**config.mk**
```make
export PLATFORM = sky130hd
export DESIGN_NAME = flash_cmd_ctrl
export DESIGN_NICKNAME = d
export VERILOG_FILES = /design/src/rtl/flash_cmd_pkg.sv /design/src/rtl/fcc_sync.sv /design/src/rtl/fcc_rst_qual.sv /design/src/rtl/fcc_seq.sv /design/src/rtl/flash_cmd_ctrl.sv
export SDC_FILE = /design/constraint.sdc
export NUM_CORES = 1
export LEC_CHECK = 0
export ABC_AREA = 0
export BUFFER_PORTS_ARGS = -buffer_cell sky130_fd_sc_hd__buf_2
export CORE_ASPECT_RATIO = 0.5
export CORE_UTILIZATION = 25
export DETAILED_ROUTE_END_ITERATION = 10
export PLACE_DENSITY = 0.46
export SLEW_MARGIN = 20
export SYNTH_ARGS = -nofsm -noshare
export SYNTH_HDL_FRONTEND = slang
export SYNTH_HIERARCHICAL = 1
export SYNTH_SLANG_ARGS = --single-unit
```
**constraint.sdc**
```tcl
create_clock -name clk_i -period 6.5 [get_ports clk_i]
set_input_delay 1.3 -clock clk_i [delete_from_list [all_inputs] [get_ports clk_i]]
set_output_delay 1.3 -clock clk_i [all_outputs]
set_load 0.1 [all_outputs]
```
**src/rtl/flash_cmd_pkg.sv**
```systemverilog
`timescale 1ns/1ps
package flash_cmd_pkg;
  typedef enum logic [1:0] {
    ST_IDLE  = 2'd0,
    ST_SEQ   = 2'd1,
    ST_PDATA = 2'd2,
    ST_SP    = 2'd3
  } seq_st_e;

  typedef enum logic [1:0] {
    MODE_READ = 2'b00,
    MODE_CMD  = 2'b01,
    MODE_SP   = 2'b10
  } fcc_mode_e;
endpackage

```
**src/rtl/fcc_sync.sv**
```systemverilog
`timescale 1ns/1ps
module fcc_sync #(
  parameter int             W       = 1,
  parameter int             STAGES  = 2,
  parameter logic [W-1:0]   RST_VAL = '0
) (
  input  logic         clk_i,
  input  logic         rst_ni,
  input  logic [W-1:0] d_i,
  output logic [W-1:0] q_o
);
  logic [STAGES-1:0][W-1:0] q;

  always_ff @(posedge clk_i or negedge rst_ni) begin
    if (!rst_ni) begin
      for (int i = 0; i < STAGES; i++) q[i] <= RST_VAL;
    end else begin
      q[0] <= d_i;
      for (int i = 1; i < STAGES; i++) q[i] <= q[i-1];
    end
  end

  assign q_o = q[STAGES-1];
endmodule

```
**src/rtl/fcc_rst_qual.sv**
```systemverilog
`timescale 1ns/1ps
module fcc_rst_qual #(
  parameter int CLK_PERIOD_PS = 4000,
  parameter int RST_MIN_NS    = 500
) (
  input  logic clk_i,
  input  logic rst_ni,
  input  logic pin_s_i,     // synchronized device reset, active low
  output logic qual_o,
  output logic release_o
);
  localparam int RST_CYC = (RST_MIN_NS * 1000 + CLK_PERIOD_PS - 1) / CLK_PERIOD_PS;
  localparam int CNT_W   = $clog2(RST_CYC + 1);

  logic [CNT_W-1:0] cnt_q;
  logic             sat;

  assign sat = (cnt_q == CNT_W'(RST_CYC));

  always_ff @(posedge clk_i or negedge rst_ni) begin
    if (!rst_ni)       cnt_q <= '0;
    else if (pin_s_i)  cnt_q <= '0;
    else if (!sat)     cnt_q <= cnt_q + 1'b1;
  end

  assign qual_o    = sat;
  // counter is nonzero only if the pin was low last cycle
  assign release_o = pin_s_i & sat;
endmodule

```
**src/rtl/fcc_seq.sv**
```systemverilog
`timescale 1ns/1ps
module fcc_seq
  import flash_cmd_pkg::*;
#(
  parameter int ADDR_W   = 21,
  parameter int DATA_W   = 16,
  parameter int CMD_AW   = 11,
  parameter int CMD_DW   = 8,
  parameter int PROG_LEN = 3,
  parameter int SP_LEN   = 6,
  parameter logic [PROG_LEN-1:0][CMD_AW-1:0] PROG_ADDR = '0,
  parameter logic [PROG_LEN-1:0][CMD_DW-1:0] PROG_DATA = '0,
  parameter logic [SP_LEN-1:0][CMD_AW-1:0]   SP_ADDR   = '0,
  parameter logic [SP_LEN-1:0][CMD_DW-1:0]   SP_DATA   = '0
) (
  input  logic              clk_i,
  input  logic              rst_ni,
  input  logic              wr_evt_i,
  input  logic [ADDR_W-1:0] wr_addr_i,
  input  logic [DATA_W-1:0] wr_data_i,
  input  logic              abort_i,
  input  logic              sp_clr_i,
  output logic              prog_valid_o,
  output logic [ADDR_W-1:0] prog_addr_o,
  output logic [DATA_W-1:0] prog_data_o,
  output logic [1:0]        mode_o
);
  localparam int SEQ_MAX = (PROG_LEN > SP_LEN) ? PROG_LEN : SP_LEN;
  localparam int IDX_W   = $clog2(SEQ_MAX + 1);

  seq_st_e          st_q, st_d;
  logic [IDX_W-1:0] idx_q, idx_d;
  logic             pa_q, pa_d, sa_q, sa_d;
  logic             pv_d;
  logic [PROG_LEN-1:0] p_match;
  logic [SP_LEN-1:0]   s_match;
  logic             p_hit, s_hit;

  for (genvar i = 0; i < PROG_LEN; i++) begin : g_pm
    assign p_match[i] = (wr_addr_i[CMD_AW-1:0] == PROG_ADDR[i]) &&
                        (wr_data_i[CMD_DW-1:0] == PROG_DATA[i]);
  end
  for (genvar i = 0; i < SP_LEN; i++) begin : g_sm
    assign s_match[i] = (wr_addr_i[CMD_AW-1:0] == SP_ADDR[i]) &&
                        (wr_data_i[CMD_DW-1:0] == SP_DATA[i]);
  end

  always_comb begin
    p_hit = 1'b0;
    s_hit = 1'b0;
    for (int i = 0; i < PROG_LEN; i++)
      if (idx_q == IDX_W'(i) && p_match[i]) p_hit = pa_q;
    for (int i = 0; i < SP_LEN; i++)
      if (idx_q == IDX_W'(i) && s_match[i]) s_hit = sa_q;
  end

  always_comb begin
    st_d  = st_q;
    idx_d = idx_q;
    pa_d  = pa_q;
    sa_d  = sa_q;
    pv_d  = 1'b0;
    if (sp_clr_i || (abort_i && st_q != ST_SP)) begin
      st_d  = ST_IDLE;
      idx_d = '0;
      pa_d  = 1'b1;
      sa_d  = 1'b1;
    end else if (wr_evt_i) begin
      unique case (st_q)
        ST_SP:    pv_d = 1'b1;
        ST_PDATA: begin
          pv_d = 1'b1;
          st_d = ST_IDLE;
        end
        default: begin
          idx_d = '0;
          pa_d  = 1'b1;
          sa_d  = 1'b1;
          if (p_hit && idx_q == IDX_W'(PROG_LEN - 1)) begin
            st_d = ST_PDATA;
          end else if (s_hit && idx_q == IDX_W'(SP_LEN - 1)) begin
            st_d = ST_SP;
          end else if (p_hit || s_hit) begin
            st_d  = ST_SEQ;
            idx_d = idx_q + 1'b1;
            pa_d  = p_hit;
            sa_d  = s_hit;
          end else begin
            st_d = ST_IDLE;
          end
        end
      endcase
    end
  end

  always_ff @(posedge clk_i or negedge rst_ni) begin
    if (!rst_ni) begin
      st_q         <= ST_IDLE;
      idx_q        <= '0;
      pa_q         <= 1'b1;
      sa_q         <= 1'b1;
      prog_valid_o <= 1'b0;
      prog_addr_o  <= '0;
      prog_data_o  <= '0;
    end else begin
      st_q         <= st_d;
      idx_q        <= idx_d;
      pa_q         <= pa_d;
      sa_q         <= sa_d;
      prog_valid_o <= pv_d;
      if (pv_d) begin
        prog_addr_o <= wr_addr_i;
        prog_data_o <= wr_data_i;
      end
    end
  end

  always_comb begin
    unique case (st_q)
      ST_IDLE:          mode_o = MODE_READ;
      ST_SEQ, ST_PDATA: mode_o = MODE_CMD;
      default:          mode_o = MODE_SP;
    endcase
  end
endmodule

```
**src/rtl/flash_cmd_ctrl.sv**
```systemverilog
`timescale 1ns/1ps
module flash_cmd_ctrl #(
  parameter int ADDR_W        = 21,
  parameter int DATA_W        = 16,
  parameter int CMD_AW        = 11,
  parameter int CMD_DW        = 8,
  parameter int PROG_LEN      = 3,
  parameter int SP_LEN        = 6,
  parameter int CLK_PERIOD_PS = 4000,
  parameter int RST_MIN_NS    = 500,
  parameter logic [PROG_LEN-1:0][CMD_AW-1:0] PROG_ADDR = {11'h555, 11'h2AA, 11'h555},
  parameter logic [PROG_LEN-1:0][CMD_DW-1:0] PROG_DATA = {8'hA0, 8'h55, 8'hAA},
  parameter logic [SP_LEN-1:0][CMD_AW-1:0]   SP_ADDR   =
    {11'h555, 11'h2AA, 11'h555, 11'h555, 11'h2AA, 11'h555},
  parameter logic [SP_LEN-1:0][CMD_DW-1:0]   SP_DATA   =
    {8'h40, 8'h55, 8'hAA, 8'h80, 8'h55, 8'hAA}
) (
  input  logic              clk_i,
  input  logic              rst_ni,
  input  logic              power_ok_i,
  input  logic              dev_rst_ni,
  input  logic              ce_ni,
  input  logic              we_ni,
  input  logic              oe_ni,
  input  logic [ADDR_W-1:0] addr_i,
  input  logic [DATA_W-1:0] data_i,
  output logic              prog_valid_o,
  output logic [ADDR_W-1:0] prog_addr_o,
  output logic [DATA_W-1:0] prog_data_o,
  output logic [1:0]        mode_o,
  output logic              rst_qual_o
);
  localparam int BUS_W = ADDR_W + DATA_W;

  logic              wr_n_s, oe_n_s, dev_rst_s, pwr_s;
  logic              wr_n_d;
  logic              wr_edge, wr_evt;
  logic [BUS_W-1:0]  bus_s;
  logic              qual_rel;

  fcc_sync #(.W(4), .STAGES(2), .RST_VAL(4'b1111)) u_ctl_sync (
    .clk_i  (clk_i),
    .rst_ni (rst_ni),
    .d_i    ({ce_ni | we_ni, oe_ni, dev_rst_ni, power_ok_i}),
    .q_o    ({wr_n_s, oe_n_s, dev_rst_s, pwr_s})
  );

  // address/data delayed to line up with the strobe edge
  fcc_sync #(.W(BUS_W), .STAGES(2), .RST_VAL('0)) u_bus_sync (
    .clk_i  (clk_i),
    .rst_ni (rst_ni),
    .d_i    ({addr_i, data_i}),
    .q_o    (bus_s)
  );

  always_ff @(posedge clk_i or negedge rst_ni) begin
    if (!rst_ni) wr_n_d <= 1'b1;
    else         wr_n_d <= wr_n_s;
  end

  assign wr_edge = wr_n_s & ~wr_n_d;
  assign wr_evt  = wr_edge & oe_n_s & dev_rst_s & pwr_s;

  fcc_rst_qual #(
    .CLK_PERIOD_PS (CLK_PERIOD_PS),
    .RST_MIN_NS    (RST_MIN_NS)
  ) u_rst_qual (
    .clk_i     (clk_i),
    .rst_ni    (rst_ni),
    .pin_s_i   (dev_rst_s),
    .qual_o    (rst_qual_o),
    .release_o (qual_rel)
  );

  fcc_seq #(
    .ADDR_W    (ADDR_W),
    .DATA_W    (DATA_W),
    .CMD_AW    (CMD_AW),
    .CMD_DW    (CMD_DW),
    .PROG_LEN  (PROG_LEN),
    .SP_LEN    (SP_LEN),
    .PROG_ADDR (PROG_ADDR),
    .PROG_DATA (PROG_DATA),
    .SP_ADDR   (SP_ADDR),
    .SP_DATA   (SP_DATA)
  ) u_seq (
    .clk_i        (clk_i),
    .rst_ni       (rst_ni),
    .wr_evt_i     (wr_evt),
    .wr_addr_i    (bus_s[BUS_W-1:DATA_W]),
    .wr_data_i    (bus_s[DATA_W-1:0]),
    .abort_i      (~dev_rst_s),
    .sp_clr_i     (qual_rel | ~pwr_s),
    .prog_valid_o (prog_valid_o),
    .prog_addr_o  (prog_addr_o),
    .prog_data_o  (prog_data_o),
    .mode_o       (mode_o)
  );
endmodule

```
==> results.yml <==
run_status:
  outcome: "finished clean"
placed_design:
  place_congestion: 0.756
  portBuffers: 84
  pre_cts_slack_ns: 3.52
  post-dp-hpwl_mm: 6.49
setup_path:
  end_kind: "output port"
  crit_start: "u_rst_qual/cnt_q[1]"
  timing.rr.start: "u_rst_qual/cnt_q[0]"
  startpoint_type: "flip-flop"
  crit_required_ns: 5.20
  crit_arrival_ns: 2.02
  critical_path_class: "flip-flop to output port"
  cp_max_fo: 5
clock_network:
  postCtsSetupBuffers: 0
  post_cts_resized: 0
  cts-root-buf: "clkbuf_16"
  cts_inserted_buffers: 17
  postCtsHoldBufs: 0
  path_clk_slew_ns: 0.06
  cts.sinks: 135
  cts_max_level: 4
  clock_latency_ns: 0.41
  cts.path.max_buffers: 2
  cts_tree: "built"
timing:
  fin_worst_skew_ns: 0.00609
  worst-slew-pin-transition_ns: 0.917
  slew_violations: 0
  setup_tns_ns: 0
  setup_ws_ns: 3.18
  timing.final.crit_share_pct: 51.1
  hold_viol_final: 0
  relSlewSlack_pct: 38.8
  min_period_ns: 3.32
  finalSetupViolations: 0
  fmax_mhz: 301
  rsz0062_at_grt: "no"
route:
  post-route-drc-count: 0
  drt-initial-drc-count: 133
  wl_per_cell_um: 13.1
  drt_pass1_iterations: 4
  vias: 2985
  ant_nets: 0
  finalWirelength_mm: 9.76
  routed_via_density: 4.00
yosys:
  synth.cell_area_sq_um: 5000
  synth-xor-area-share_pct: 0
  synth.distinct_cells: 55
  synthAdderAreaFrac_pct: 2.25
  synth_warnings: 6
  synth-seq-cells: 135
  synth_nets: 466
  syn_area_per_cell_sq_um: 12.1
  synth.area.mux_share_pct: 0
  ys.flop_type: "dfrtp_1"
  synth_top_family_by_area: "simple AND/OR/NAND/NOR gates"
  ys_seq_area_share_pct: 67.9
  synth-compound-area-share_pct: 5.93
  netlist_instances: 413
  ys_async_sr_fraction_pct: 100
  synthSimpleGateAreaFrac_pct: 16.3
  synth_edf_count: 0
layout:
  finalNetCount: 521
  diodes: 0
  drive_gt1_share_pct: 29.9
  syn_to_final_growth_pct: 21.2
  fillCellCount: 1995
grt:
  grt_pass1_wl_mm: 16.3
  grt_overflow: 0
  grt_pass1_vias: 3049
  antenna_found_initial: 0
  grt_util_all_layers_pct: 10.5
  grt_max_degree: 75
floorplan:
  die_x_um: 202
  io_pins: 85
  die-area_sq_um: 20600
  rows: 36
  start_util_pct: 25.6
  core_sq_um: 19500
  die_height_um: 102
min_path:
  hold_start: "u_bus_sync/q[29]"
  min_path_type: "flip-flop to flip-flop"
power_and_ir_drop:
  vdd_drop_max_mv: 0.195
  leakage_nw: 3.02
  power.density_nw_per_um2: 318
job:
  drv_cap: 0
==> state kept, by name, indices dropped and copies added (netlist names), 2 cells and up <==
name / count
u_seq/prog_data_o: 16
u_bus_sync/q_o: 37
u_seq/st_q: 2
u_rst_qual/cnt_q: 7
u_bus_sync/q: 37
u_seq/prog_addr_o: 21
u_ctl_sync/q: 4
u_ctl_sync/q_o: 4
u_seq/idx_q: 3
==> worst paths after layout <==
check / slack [ns] / endpoint / cells after the start
worst max-delay path: 3.18 / rst_qual_o / 6
worst min-delay path: 0.35 / u_bus_sync/q_o[29] / 0
worst max register to register: 3.53 / u_seq/prog_addr_o[10] / 12
worst min register to register: 0.35 / u_bus_sync/q_o[29] / 0
max in group asynchronous: 4.30 / u_seq/prog_data_o[1] / 2
min in group asynchronous: 0.86 / u_bus_sync/q[19] / 1
==> layout by cell type, fill, tap and decap left out, types with 3 or more instances in the layout <==
master	instances
nand4_1	4
o31ai_1	3
o21ai_0	3
inv_8	3
nand2_1	120
a31oi_1	5
inv_1	9
inv_6	3
and4b_1	3
buf_2	83
and4_1	3
clkinv_4	3
bufinv_16	3
a21oi_1	5
dfstp_2	11
nor2_1	13
clkbuf_16	17
ha_1	9
dfrtp_1	124
nand3_1	4
nor3_1	3
==> per-layer routing <==
layer / wire length [um] / part of all wire, % / GRT usage (%) / up-vias
met2: 4640 / 48 / 16.3 / 40
met4: 142 / 1.5 / 5.19 / 0
li1: - / - / - / 1437
met5: 0 / 0 / 0 / -
met3: 455 / 4.7 / 3.89 / 11
met1: 4520 / 46 / 12.9 / 1497
==> cells in the mapped netlist, types with 3 or more instances <==
| library cell | n | share of area, % |
|---|---|---|
| nor3_1 | 3 | 0.30 |
| ha_1 | 9 | 2.3 |
| and4b_1 | 3 | 0.60 |
| dfrtp_1 | 124 | 62 |
| buf_4 | 41 | 6.2 |
| a21oi_1 | 5 | 0.50 |
| clkbuf_1 | 7 | 0.53 |
| a31oi_1 | 5 | 0.63 |
| inv_1 | 10 | 0.75 |
| nor2_1 | 13 | 0.98 |
| nand3_1 | 4 | 0.40 |
| and4_1 | 3 | 0.53 |
| o21bai_1 | 3 | 0.45 |
| nand2_1 | 120 | 9.0 |
| nand4_1 | 4 | 0.50 |
| dfstp_2 | 11 | 5.8 |
| o31ai_1 | 3 | 0.45 |
| o21ai_0 | 3 | 0.30 |
==> area by class of cell <==
class                   instances  area [sq um]  share of cell area (%)
clock buffers                  18           429                    7.08
clock inverters                14           189                    3.12
inverters                      10          37.5                   0.619
multi-input cells             218          1240                    20.4
flip-flops and latches        135          3390                    56.0
well taps                     266           333                    5.49
repair buffers                 86           442                    7.29
==> worst max-delay path, stage by stage, from the launching register on <==
cell     delay [ns]
dfrtp_1        0.42
inv_1          0.07
ha_1           0.20
and4_1         0.27
nand3_2        0.11
inv_1          0.09
buf_2          0.44
==> logic make-up after synthesis <==
logic type               count (synthesis)
adder cells (fa/ha/maj)                  9
flip-flops                             135
AND/OR/NAND/NOR                        174
AO/OA/AOI/OAI                           35
buffers and inverters                   60
==> report_power, final <==
group	switching, W	leakage (nW)	internal, W	total (W)
registers	0.0000149	1.67	0.000870	0.000885
clock network	0.000384	0.301	0.000616	0.00100
logic	0.0000248	1.04	0.0000162	0.0000409
total	0.000424	3.02	0.00150	0.00193
==> metrics by stage <==
step	power, W	hold WS, ns	cells	utilization, %	instance area (sq um)
after floorplan	0.000923	0.331	413	-	5000
after global placement	0.000942	0.332	715	27.9	5440
after CTS	0.00196	0.349	747	31.1	6060
after detailed placement	0.000944	0.335	715	27.9	5440
after global routing	0.00200	0.354	747	31.1	6060
final	0.00193	0.346	747	31.1	6060
Note: power is estimated with default switching activity, not from simulation.
